**src/rtl/fifo_wr_pkg.sv**
```systemverilog
package fifo_wr_pkg;

  typedef enum logic [2:0] {
    S_IDLE,
    S_SETUP,
    S_WR_LO,
    S_WR_HI,
    S_PE_LO,
    S_PE_HI,
    S_OPEN,
    S_HOLD
  } wr_state_e;

  function automatic int unsigned umax(input int unsigned a, input int unsigned b);
    return (a > b) ? a : b;
  endfunction

endpackage

```
**src/rtl/fifo_wr_timer.sv**
```systemverilog
module fifo_wr_timer #(
  parameter int unsigned TW = 3
) (
  input  logic          clk_i,
  input  logic          rst_ni,
  input  logic          load_i,
  input  logic [TW-1:0] val_i,
  output logic          done_o
);
  logic [TW-1:0] cnt_q;

  always_ff @(posedge clk_i or negedge rst_ni) begin
    if (!rst_ni)             cnt_q <= '0;
    else if (load_i)         cnt_q <= val_i;
    else if (cnt_q != '0)    cnt_q <= cnt_q - 1'b1;
  end

  assign done_o = (cnt_q == '0);
endmodule

```
**src/rtl/fifo_wr_flag_qual.sv**
```systemverilog
module fifo_wr_flag_qual #(
  parameter int unsigned FLAG_LAT = 4
) (
  input  logic clk_i,
  input  logic rst_ni,
  input  logic strobe_rise_i,
  output logic flag_ok_o
);
  localparam int unsigned FW = $clog2(FLAG_LAT + 2);

  logic [FW-1:0] cnt_q;

  // flag from the FIFO is stale until FLAG_LAT cycles after a strobe edge
  always_ff @(posedge clk_i or negedge rst_ni) begin
    if (!rst_ni)            cnt_q <= '0;
    else if (strobe_rise_i) cnt_q <= FW'(FLAG_LAT);
    else if (cnt_q != '0)   cnt_q <= cnt_q - 1'b1;
  end

  assign flag_ok_o = (cnt_q == '0);
endmodule

```
**src/rtl/fifo_wr_hold.sv**
```systemverilog
module fifo_wr_hold #(
  parameter int unsigned AW = 2,
  parameter int unsigned DW = 8
) (
  input  logic          clk_i,
  input  logic          rst_ni,
  input  logic          load_i,
  input  logic [AW-1:0] addr_i,
  input  logic [DW-1:0] data_i,
  input  logic          commit_i,
  output logic [AW-1:0] addr_o,
  output logic [DW-1:0] data_o,
  output logic          commit_o
);
  always_ff @(posedge clk_i or negedge rst_ni) begin
    if (!rst_ni) begin
      addr_o   <= '0;
      data_o   <= '0;
      commit_o <= 1'b0;
    end else if (load_i) begin
      addr_o   <= addr_i;
      commit_o <= commit_i;
      // commit requests leave the data bus alone
      if (!commit_i) data_o <= data_i;
    end
  end
endmodule

```
**src/rtl/fifo_wr_seq.sv**
```systemverilog
module fifo_wr_seq
  import fifo_wr_pkg::*;
#(
  parameter int unsigned AW         = 2,
  parameter int unsigned DW         = 8,
  parameter int unsigned ADDR_SETUP = 2,
  parameter int unsigned ADDR_HOLD  = 2,
  parameter int unsigned WR_LOW     = 3,
  parameter int unsigned WR_HIGH    = 2,
  parameter int unsigned DATA_SETUP = 2,
  parameter int unsigned DATA_HOLD  = 3,
  parameter int unsigned PE_LOW     = 2,
  parameter int unsigned PE_HIGH    = 3,
  parameter int unsigned FLAG_LAT   = 4
) (
  input  logic          clk_i,
  input  logic          rst_ni,
  input  logic          req_valid_i,
  output logic          req_ready_o,
  input  logic          req_commit_i,
  input  logic [AW-1:0] req_addr_i,
  input  logic [DW-1:0] req_data_i,
  input  logic          fifo_full_i,
  output logic [AW-1:0] fifo_addr_o,
  output logic          fifo_cs_n_o,
  output logic          fifo_wr_n_o,
  output logic [DW-1:0] fifo_data_o,
  output logic          fifo_pktend_n_o
);
  localparam int unsigned LO_CYC  = umax(WR_LOW, DATA_SETUP);
  localparam int unsigned HI_CYC  = umax(WR_HIGH, DATA_HOLD);
  localparam int unsigned MAX_DUR = umax(umax(umax(LO_CYC, HI_CYC), umax(PE_LOW, PE_HIGH)),
                                         umax(ADDR_SETUP, ADDR_HOLD));
  localparam int unsigned TW      = $clog2(MAX_DUR + 1);

  wr_state_e     state_q, state_d;
  logic          tmr_load, tmr_done;
  logic [TW-1:0] tmr_val;
  logic          full_q, flag_ok, accept, addr_match, strobe_rise;
  logic [AW-1:0] addr_q;
  logic          commit_q;

  fifo_wr_timer #(.TW(TW)) u_timer (
    .clk_i  (clk_i),
    .rst_ni (rst_ni),
    .load_i (tmr_load),
    .val_i  (tmr_val),
    .done_o (tmr_done)
  );

  fifo_wr_flag_qual #(.FLAG_LAT(FLAG_LAT)) u_flag (
    .clk_i         (clk_i),
    .rst_ni        (rst_ni),
    .strobe_rise_i (strobe_rise),
    .flag_ok_o     (flag_ok)
  );

  fifo_wr_hold #(.AW(AW), .DW(DW)) u_hold (
    .clk_i    (clk_i),
    .rst_ni   (rst_ni),
    .load_i   (accept),
    .addr_i   (req_addr_i),
    .data_i   (req_data_i),
    .commit_i (req_commit_i),
    .addr_o   (addr_q),
    .data_o   (fifo_data_o),
    .commit_o (commit_q)
  );

  // reset to full so nothing is accepted before the flag is first sampled
  always_ff @(posedge clk_i or negedge rst_ni) begin
    if (!rst_ni) full_q <= 1'b1;
    else         full_q <= fifo_full_i;
  end

  assign addr_match  = (req_addr_i == addr_q);
  assign req_ready_o = flag_ok && !full_q &&
                       ((state_q == S_IDLE) || ((state_q == S_OPEN) && addr_match));
  assign accept      = req_valid_i && req_ready_o;
  assign strobe_rise = tmr_done && ((state_q == S_WR_LO) || (state_q == S_PE_LO));

  always_comb begin
    state_d  = state_q;
    tmr_load = 1'b0;
    tmr_val  = '0;
    unique case (state_q)
      S_IDLE: if (accept) begin
        state_d  = S_SETUP;
        tmr_load = 1'b1;
        tmr_val  = TW'(ADDR_SETUP - 1);
      end
      S_SETUP: if (tmr_done) begin
        tmr_load = 1'b1;
        if (commit_q) begin
          state_d = S_PE_LO;
          tmr_val = TW'(PE_LOW - 1);
        end else begin
          state_d = S_WR_LO;
          tmr_val = TW'(LO_CYC - 1);
        end
      end
      S_WR_LO: if (tmr_done) begin
        state_d  = S_WR_HI;
        tmr_load = 1'b1;
        tmr_val  = TW'(HI_CYC - 1);
      end
      S_WR_HI: if (tmr_done) state_d = S_OPEN;
      S_PE_LO: if (tmr_done) begin
        state_d  = S_PE_HI;
        tmr_load = 1'b1;
        tmr_val  = TW'(PE_HIGH - 1);
      end
      S_PE_HI: if (tmr_done) state_d = S_OPEN;
      S_OPEN: begin
        if (accept) begin
          tmr_load = 1'b1;
          if (req_commit_i) begin
            state_d = S_PE_LO;
            tmr_val = TW'(PE_LOW - 1);
          end else begin
            state_d = S_WR_LO;
            tmr_val = TW'(LO_CYC - 1);
          end
        end else if (!(req_valid_i && addr_match)) begin
          // bubble or new address: close the window
          state_d  = S_HOLD;
          tmr_load = 1'b1;
          tmr_val  = TW'(ADDR_HOLD - 1);
        end
      end
      S_HOLD: if (tmr_done) state_d = S_IDLE;
      default: state_d = S_IDLE;
    endcase
  end

  always_ff @(posedge clk_i or negedge rst_ni) begin
    if (!rst_ni) state_q <= S_IDLE;
    else         state_q <= state_d;
  end

  assign fifo_addr_o     = addr_q;
  assign fifo_cs_n_o     = (state_q == S_IDLE);
  assign fifo_wr_n_o     = (state_q != S_WR_LO);
  assign fifo_pktend_n_o = (state_q != S_PE_LO);
endmodule

```
**config.mk**
```make
export PLATFORM = sky130hd
export DESIGN_NAME = fifo_wr_seq
export DESIGN_NICKNAME = d
export VERILOG_FILES = /design/src/rtl/fifo_wr_pkg.sv /design/src/rtl/fifo_wr_timer.sv /design/src/rtl/fifo_wr_flag_qual.sv /design/src/rtl/fifo_wr_hold.sv /design/src/rtl/fifo_wr_seq.sv
export SDC_FILE = /design/constraint.sdc
export NUM_CORES = 1
export LEC_CHECK = 0
export ABC_AREA = 1
export BUFFER_PORTS_ARGS = -buffer_cell sky130_fd_sc_hd__buf_4
export CORE_UTILIZATION = 50
export CTS_BUF_LIST = sky130_fd_sc_hd__clkbuf_8
export CTS_CLUSTER_DIAMETER = 30
export DETAILED_ROUTE_END_ITERATION = 16
export PLACE_DENSITY_LB_ADDON = 0.25
export RECOVER_POWER = 100
export SETUP_SLACK_MARGIN = 0.15
export SLEW_MARGIN = 10
export SYNTH_ARGS = -nofsm -noshare
export SYNTH_HDL_FRONTEND = slang
export SYNTH_SLANG_ARGS = --single-unit
```
**constraint.sdc**
```tcl
create_clock -name clk_i -period 2.07 [get_ports clk_i]
set_input_delay 0.1035 -clock clk_i [delete_from_list [all_inputs] [get_ports clk_i]]
set_output_delay 0.1035 -clock clk_i [all_outputs]
set_load 0.005 [all_outputs]
```
Word level (Yosys, flattened, before mapping)

Index checks and enable logic that the tools add are counted.

Memories: 0
ROM bits: 0
Word-level logic and storage cells: 76
Memory bits (writable): 0
Output and inout port bits: 14
Input bits: 15
Latch bits: 0
Bits in registers: 20

Equal/unequal tests: 17
Shift operators: 0
Muxes and demuxes: 28
Reduce and logical (&&, ||, !) cells: 21
$add $sub $neg: 2
Div/mod/pow operators: 0
Magnitude comparators: 0
Bitwise logic cells: 1
$mul: 0

Operator list:

| operator              | number |
|---|---|
| $mux W3               | 12 |
| $pmux W3 S7           | 1 |
| $mux W2               | 7 |
| $eq A3 B3 Y1 const B  | 4 |
| $ne A2 B2 Y1 const B  | 4 |
| $pmux W2 S4           | 1 |
| $reduce_and A7 Y1     | 1 |
| $eq A3 B2 Y1 const B  | 2 |
| $logic_and A1 B1 Y1   | 6 |
| $logic_not A3 Y1      | 2 |
| $mux W1               | 6 |
| $ne A3 B3 Y1 const B  | 2 |
| $reduce_bool A2 Y1    | 3 |
| $ne A2 B1 Y1 const B  | 2 |
| $reduce_or A2 Y1      | 2 |
| $eq A3 B1 Y1 const B  | 1 |
| $ne A3 B2 Y1 const B  | 1 |
| $pmux W1 S3           | 1 |
| $reduce_bool A3 Y1    | 1 |
| $reduce_or A3 Y1      | 1 |
| $sub A3 B1 Y3 const B | 1 |
| $eq A2 B2 Y1          | 1 |
| $logic_not A2 Y1      | 1 |
| $logic_or A1 B1 Y1    | 2 |
| 4 further kinds       | 4 |

Depth between registers and ports, before layout

Gate-level depths: netlist of run 1.

Depth in word-level cells: 8
Depth in mapped cells: 11
Gate-level depth less buffers: 11

Hierarchy

Synthesis of run 1 repeated with hierarchy kept, for this count alone.

Cell total of the unflattened synthesis: 164
Area total of the unflattened synthesis: 1184.9 um^2

Modules (own cells, without submodules):

| module            | instances | area each (um^2) | seq. area each (um^2) | cells an instance |
|---|---|---|---|---|
| fifo_wr_seq       | 1         | 459.2            | 101.3                 | 78 |
| fifo_wr_hold      | 1         | 427.9            | 275.3                 | 46 |
| fifo_wr_flag_qual | 1         | 177.7            | 75.1                  | 23 |
| fifo_wr_timer     | 1         | 120.1            | 50.0                  | 17 |

Worst setup path before layout of run 1

No wires, ideal clock.

Kind: register to register
Start: reg u_flag.cnt_q[0]
End: reg state_q[0]
Path buffers: 0
Arrival: 1.501 ns
Period minus slack after synthesis: 1.618 ns
Path slack: 0.452 ns
Required time: 1.953 ns
Stages on the path, launching flop included: 10
Path through: dfrtp_1 inv_1 ha_1 nand2_1 nor2_1 nand4_1 nand2_1 nand2_1 nand2_1 nand2_1

Word-level cells in the longest chain between the ends: 6
Elaborated cells on any way between the ends: 9

RTL lines:

| element                                                                  | RTL line                | RTL |
|---|---|---|
| from (decl)                                                              | fifo_wr_flag_qual.sv:11 | `logic [FW-1:0] cnt_q;` |
| from (signal assigned)                                                   | fifo_wr_flag_qual.sv:16 | `else if (strobe_rise_i) cnt_q <= FW'(FLAG_LAT);` |
| from (signal assigned)                                                   | fifo_wr_flag_qual.sv:17 | `else if (cnt_q != '0) cnt_q <= cnt_q - 1'b1;` |
| $logic_not A3 Y1 *                                                       | fifo_wr_flag_qual.sv:20 | `assign flag_ok_o = (cnt_q == '0);` |
| $logic_and A1 B1 Y1 * (2 in a row)                                       | fifo_wr_seq.sv:77       | `assign req_ready_o = flag_ok && !full_q &&` |
| $logic_and A1 B1 Y1 *                                                    | fifo_wr_seq.sv:79       | `assign accept = req_valid_i && req_ready_o;` |
| $ne A3 B3 Y1 (no source line) (tied with other cells)                    | n/a                     |  |
| $reduce_and A7 Y1 (no source line) / $pmux W3 S7 (equally long branches) | n/a                     |  |
| to (signal assigned)                                                     | fifo_wr_seq.sv:138      | `else state_q <= state_d;` |
| to (decl)                                                                | fifo_wr_seq.sv:36       | `wr_state_e state_q, state_d;` |

Every way passes the cells marked *; elsewhere a longest branch is shown, timed or not.
A chain may end at the register's enable or synchronous reset.

Worst setup path after layout of run 1

Start: reg u_flag.cnt_q[0]
End: reg u_timer.cnt_q[0]

Word-level cells in the longest chain between the ends: 7
Elaborated cells on any way between the ends: 12

RTL lines:

| element                                              | RTL line                | RTL |
|---|---|---|
| $logic_not A3 Y1 *                                   | fifo_wr_flag_qual.sv:20 |  |
| $logic_and A1 B1 Y1 * (2 in a row)                   | fifo_wr_seq.sv:77       |  |
| $logic_and A1 B1 Y1 *                                | fifo_wr_seq.sv:79       |  |
| $mux W2 (tied with other cells)                      | fifo_wr_seq.sv:115      | `if (accept) begin` |
| $pmux W2 S4 / $pmux W1 S3 (equally long branches)    | fifo_wr_seq.sv:86       | `unique case (state_q)` |
| $mux W2 / $reduce_bool A2 Y1 (equally long branches) | n/a                     |  |
| to (signal assigned)                                 | fifo_wr_timer.sv:14     | `else if (load_i) cnt_q <= val_i;` |
| to (signal assigned)                                 | fifo_wr_timer.sv:15     | `else if (cnt_q != '0) cnt_q <= cnt_q - 1'b1;` |
| to (decl)                                            | fifo_wr_timer.sv:10     | `logic [TW-1:0] cnt_q;` |

Marked as above.

==> flow_metrics.py, run 1 <==
metrics = {
    "status": {
        "status": "completed",
    },
    "sta": {
        "rsz0062_at_grt": "false",
        "period_minus_slack_ns": 1.639,
        "max_freq_ghz": 0.6101,
        "worstMarginPinSlew_ns": 1.044,
        "finClkSkew_ns": 0.007511,
        "drv_slew": 0,
        "post-route-period-util_pct": 79.18,
        "finalSetupViolCount": 0,
        "relSlewSlack_pct": 30.37,
        "hold_viol": 0,
        "fin_setup_tns_ns": 0,
    },
    "worst_setup_path": {
        "crit_type": "reg -> reg",
        "crit_path_max_fanout": 11,
        "worstSetupEndpointType": "flop",
        "crit_path_frequent_cell": "nor2_1",
        "cp-start-kind": "flop",
        "crit_start": "u_flag.cnt_q[0]",
        "timing.rr.start": "u_flag.cnt_q[0]",
        "slowest_stage": "dfrtp_1",
        "r2r_slack_ns": 0.43,
        "cp.arrival_ns": 1.79,
        "cp.required_ns": 2.22,
        "slowest_delay_ns": 0.38,
        "cp_cell_sequence": "inv_1, ha_1, nand2_1, nor2_1, buf_4, nand3_4, nor2_4, nor2_1, nor2_1, nand2_1",
    },
    "synth": {
        "netlist_top_cells_count": "65 x nand2_1, 19 x dfrtp_1, 16 x inv_1",
        "seq_area_frac_synth_pct": 43.07,
        "synth_xor_area_share_pct": 2.256,
        "synth_edf_count": 0,
        "syn_inst": 151,
        "synth_nets": 169,
        "netlist_top_cells_area": "dfrtp_1 41%, nand2_1 21%, inv_1 5.2%, nor2_1 4.2%, ha_1 3.2%",
        "synth_top_family_by_area": "simple AND/OR/NAND/NOR gates",
        "synth.distinct_cells": 24,
        "synthAdderAreaFrac_pct": 3.222,
        "synth_most_common_cell": "nand2_1",
        "synthMuxAreaShare_pct": 0.9667,
        "synthSimpleGateAreaFrac_pct": 39.10,
        "yosys_warnings": 0,
        "ys.flop_type": "dfrtp_1",
        "avgSynthCellArea_um2": 7.714,
        "synthesis.area_um2": 1165,
        "synth_compound_area_share_pct": 3.974,
        "postSynth.asyncResetShare_pct": 100.0,
        "synth_top_area_cell": "dfrtp_1",
        "synth_top_area_share_pct": 40.82,
        "ys_ff_latch": 20,
    },
    "grt": {
        "grt_pass1_vias": 1024,
        "antenna_found_initial": 0,
        "grt_use_total_pct": 21.63,
        "grt.overflow.total": 0,
        "grt_max_degree": 21,
        "grt_pass1_wl_mm": 4.091,
    },
    "clock_tree": {
        "ctsRootBufferMaster": "clkbuf_8",
        "clkLatencyLatePin_ns": 0.26,
        "cts_resized": 0,
        "cts_tree": "yes",
        "clk_pin_slew_ns": 0.07,
        "clock-sinks": 20,
        "clockBufferDepth": 2,
        "cts_buffers": 3,
        "post-cts-setup-buffers": 0,
        "cts_max_level": 1,
    },
    "drt": {
        "vias": 1065,
        "first_pass_iters": 4,
        "viasPerCell": 5.024,
        "route.detailed.drc": 0,
        "wl_mm": 2.282,
        "wl_per_cell_um": 10.76,
        "ant_nets": 0,
        "drtIter0Drc": 12,
    },
    "worst_hold_path": {
        "hold_class": "in -> reg",
        "min_from": "req_data_i[0]",
    },
    "floorplan": {
        "die_w_um": 50.27,
        "row_count": 17,
        "start_util_pct": 52.66,
        "io_pins": 29,
        "coreArea_um2": 2212,
        "die_h_um": 50.27,
        "fp.dieArea_um2": 2527,
    },
    "placed_design": {
        "place_congestion": 0.8290,
        "dp_cells": 206,
        "hpwl_mm": 1.861,
        "portBuffers": 28,
    },
    "pwr": {
        "ir_drop_uv": 837.3,
        "p_per_area_nw_per_um2": 1413,
        "leakagePower_nw": 0.8359,
    },
    "cells_and_area": {
        "syn_to_final_growth_pct": 24.70,
        "finalNetCount": 203,
        "fill_cells": 203,
        "final_cells": 212,
        "n_antenna_cell": 0,
        "drive_above_1_share_pct": 22.83,
    },
    "flow_run": {
        "drv_cap": 0,
    },
}
## power by group
group          switching [W]  total, W  internal [W]  leakage [nW]
clock network       0.000124  0.000256      0.000132        0.0269
registers           0.000140  0.000716      0.000576         0.251
logic               0.000592   0.00108      0.000489         0.558
## worst max-delay path: cells and delay by family, from the launching register on
kind,cells,cell delay [ns]
simple gates,7,0.75
flops,1,0.38
buf+inv,2,0.25
fa+ha+maj,1,0.15
## worst paths after layout
path / to / cells after the start
max in group asynchronous: u_hold.data_o[7] / 2
min in group asynchronous: u_hold.commit_o / 2
setup reg to reg: u_timer.cnt_q[0] / 10
hold / removal: u_hold.data_o[0] / 3
hold reg to reg: u_hold.data_o[1] / 2
setup / recovery: u_timer.cnt_q[0] / 10
## logic make-up after synthesis
group,after synthesis
and+or+nand+nor,97
DFF,20
buffers and inverters,19
AOI/OAI and AO/OA,8
xor gates and xnor gates,3
adders and majority gates,3
muxes,1
## what timing repair did
action                     4_1_cts  5_1_grt
setup endpoints to repair        0        0
hold endpoints to repair        21        0
hold buffers                     2        0
## layer usage
metal  vias up  track usage [%]  wire length (um)
met4         0            10.00                28
met2        30            37.33              1110
li1        541                -                 -
met1       490            25.98              1058
met3         4            3.636                84
met5         -                0                 0
## stage by stage
stage	area, um^2	util, %	hold WS [ns]	total power, W	worst slack [ns]
2_1_floorplan	1165	-	-0.1921	0.001467	0.4521
3_3_place_gp	1395	63.07	-0.008617	0.001771	0.4845
3_5_place_dp	1395	63.07	0.0002706	0.001831	0.4286
4_1_cts	1460	66.01	0.03159	0.002095	0.4269
5_1_grt	1453	65.67	0.04643	0.002256	0.2381
6_report	1453	65.67	0.03137	0.002052	0.4310
## cells in the final DEF, fill, tap and decap left out
cell and instances:
dlygate4sd3_1 2, buf_4 13, mux2_2 1, nor2_8 1, xnor2_1 3, dfrtp_1 19, inv_2 1, nand2_2 1
inv_1 17, and3_1 1, a21oi_1 3, ha_1 3, nand3_1 5, nand4_2 1, o21ai_0 4, nand4_1 5
nand2_1 65, nand2_4 2, nor2_1 13, o211ai_1 1, clkbuf_8 3, dfstp_2 1, nand3_2 1, nor2_4 1
nand3_4 1, clkbuf_1 1, clkbuf_4 15
## final cells by class
cell class | instances | area (um^2) | area share (%)
clock inverters | 1 | 3.754 | 0.2584
well taps | 28 | 35.03 | 2.412
clock buffers | 3 | 41.29 | 2.842
multi-input cells | 112 | 573.1 | 39.45
flip-flops and latches | 20 | 501.7 | 34.54
repair buffers | 31 | 234.0 | 16.11
inverters | 17 | 63.81 | 4.393
## sequential cells by signal (all words and copies together) (netlist names)
signal           flops
state_q              3
u_hold.commit_o      1
u_flag.cnt_q         3
u_timer.cnt_q        2
full_q               1
u_hold.data_o        8
u_hold.addr_o        2
(Power assumes the default switching activity.)
==> run 2, diff against run 1 <==
==> constraint.sdc (replaced) <==
create_clock -name clk_i -period 1.7 [get_ports clk_i]
set_input_delay 0.085 -clock clk_i [delete_from_list [all_inputs] [get_ports clk_i]]
set_output_delay 0.085 -clock clk_i [all_outputs]
set_load 0.005 [all_outputs]
==> run 2 against run 1 <==
Wire length is 35% higher. Clock skew decreased by 0.0041 ns. Count of clock-buffer cells in the layout rose by 1. Core utilization up 9.4 points. Maximum frequency up 3.7%. Final cell count increased by 6.6%. Via count up 9.2%. Non-clock buffer count increased by 14.
==> flow_metrics.py, run 2 (synthesized netlist as in run 1, its figures left out) <==
metrics = {
    "worst_setup_path": {
        "cp.arrival_ns": 1.74,
        "crit_path_max_fanout": 6,
        "worstSetupEndpointType": "flop",
        "crit_type": "reg -> reg",
        "slowest_delay_ns": 0.43,
        "cp.required_ns": 1.86,
        "cp-start-kind": "flop",
        "cp_cell_sequence": "nor2_1, nand2_4, nand2_8, nand4_1, nand2_2, nand2_2, nand2_1, nand2_1",
        "slowest_stage": "dfrtp_1",
        "critical_path_buf_inv_count": 0,
        "critPathTopFamily": "simple AND/OR/NAND/NOR gates",
    },
    "clock_tree": {
        "clk_pin_slew_ns": 0.07,
        "cts_max_level": 1,
        "cts_buffers": 3,
        "clockBufferDepth": 2,
        "cts_tree": "yes",
        "clkLatencyLatePin_ns": 0.26,
        "ctsRootBufferMaster": "clkbuf_8",
        "clock-sinks": 20,
    },
    "grt": {
        "grt_pass1_vias": 1091,
        "grt.overflow.total": 0,
        "grt_pass1_wl_mm": 4.830,
        "grt_use_total_pct": 25.24,
        "antenna_found_initial": 0,
        "grt_max_degree": 21,
    },
    "floorplan": {
        "start_util_pct": 52.66,
        "coreArea_um2": 2212,
        "row_count": 17,
        "fp.dieArea_um2": 2527,
        "die_h_um": 50.27,
        "die_w_um": 50.27,
        "io_pins": 29,
    },
    "sta": {
        "hold_ws_ns": 0.01339,
        "hold_viol": 0,
        "finClkSkew_ns": 0.003442,
        "post-route-period-util_pct": 92.95,
        "relSlewSlack_pct": 28.42,
        "drv_slew": 0,
        "period_minus_slack_ns": 1.580,
        "finalSetupViolCount": 0,
        "max_freq_ghz": 0.6328,
        "rsz0062_at_grt": "true",
        "worstMarginPinSlew_ns": 1.074,
    },
    "worst_hold_path": {
        "hold_class": "in -> reg",
    },
    "drt": {
        "route.detailed.drc": 0,
        "vias": 1163,
        "first_pass_iters": 4,
        "wl_mm": 3.073,
        "viasPerCell": 5.146,
        "wl_per_cell_um": 13.60,
        "drtIter0Drc": 37,
        "ant_nets": 0,
    },
    "pwr": {
        "ir_drop_uv": 1055,
        "leakagePower_nw": 0.9266,
        "p_total_w": 0.002968,
        "p_per_area_nw_per_um2": 1786,
    },
    "cells_and_area": {
        "fin_util_pct": 75.11,
        "ff_latch_area_um2": 503.0,
        "final_cell_mix": "61 x nand2_1, 25 x buf_4, 18 x dfrtp_1",
        "largest_register_ffs": 8,
        "multi_input_area_um2": 649.4,
        "top_register": "u_hold.data_o",
        "top_regs": "u_hold.data_o: 8 flops, state_q: 3 flops, u_flag.cnt_q: 3 flops",
        "layout_commonest_cell": "nand2_1",
        "n_antenna_cell": 0,
        "fill_cells": 169,
        "finalNetCount": 217,
        "syn_to_final_growth_pct": 42.64,
        "stdcell_area_um2": 1662,
        "drive_above_1_share_pct": 34.34,
    },
    "placed_design": {
        "portBuffers": 28,
        "place_congestion": 0.8924,
        "hpwl_mm": 1.916,
        "placed_area_um2": 1418,
    },
    "status": {
        "status": "completed",
    },
    "flow_run": {
        "drv_cap": 0,
    },
}
==> run 2: cell count changes in the layout (fill, tap and decap cells not counted), moves of 2 or more <==
| cell | before | now |
|---|---|---|
| inv_1 | 17 | 14 |
| nand2_1 | 65 | 61 |
| nand2_2 | 1 | 3 |
| buf_4 | 13 | 25 |
| inv_2 | 1 | 3 |
==> run 2: final cells by class <==
cell class,count,share of cell area [%]
repair buffers,45,21.39
well taps,28,2.108
flip-flops and latches,20,30.27
clock buffers,4,3.313
multi-input cells,112,39.08
inverters,17,3.840
==> run 2: power breakdown <==
group	switching (W)	leakage, nW	internal, W
clock	0.000161	0.0288	0.000207
sequential	0.000182	0.249	0.000705
combinational	0.000931	0.648	0.000781
==> run 2: through the flow <==
step / TNS, ns / cells / worst slack (ns)
6_report: 0 / 226 / 0.1198
5_1_grt: -0.0002932 / 226 / -0.0002932
4_1_cts: 0 / 217 / 0.1512
3_5_place_dp: 0 / 207 / 0.01848
3_3_place_gp: 0 / 207 / 0.1203
2_1_floorplan: 0 / 151 / 0.2047
==> run 2: worst register-to-register path: cells and delay by family, from the launching register on <==
family | cells | cell delay, ns
DFF | 1 | 0.43
and+or+nand+nor | 8 | 1.04
==> run 2: path summary, 6_finish.rpt <==
path                                   from                to  slack [ns]  cells after the start
min in group asynchronous            rst_ni  u_timer.cnt_q[1]        0.54                      2
hold / removal                req_data_i[3]  u_hold.data_o[3]        0.01                      3
setup reg to reg                 state_q[1]        state_q[2]        0.12                      8
hold reg to reg            u_hold.data_o[7]  u_hold.data_o[7]        0.49                      2
setup / recovery                 state_q[1]        state_q[2]        0.12                      8
max in group asynchronous            rst_ni        state_q[0]        0.45                      2
==> run 2: per-layer routing <==
metal	global-route usage, %	wire length, um	vias up
li1	-	-	567
met1	30.90	1313	542
met2	43.33	1514	48
met3	5.152	200	6
met4	9.048	44	0
met5	0	0	-
==> run 2: what timing repair did <==
action	4_1_cts	5_1_grt
pin swaps	3	13
buffers inserted	4	9
resized for setup	9	9
hold buffers	2	0
hold endpoints to repair	21	0
setup endpoints to repair	15	15
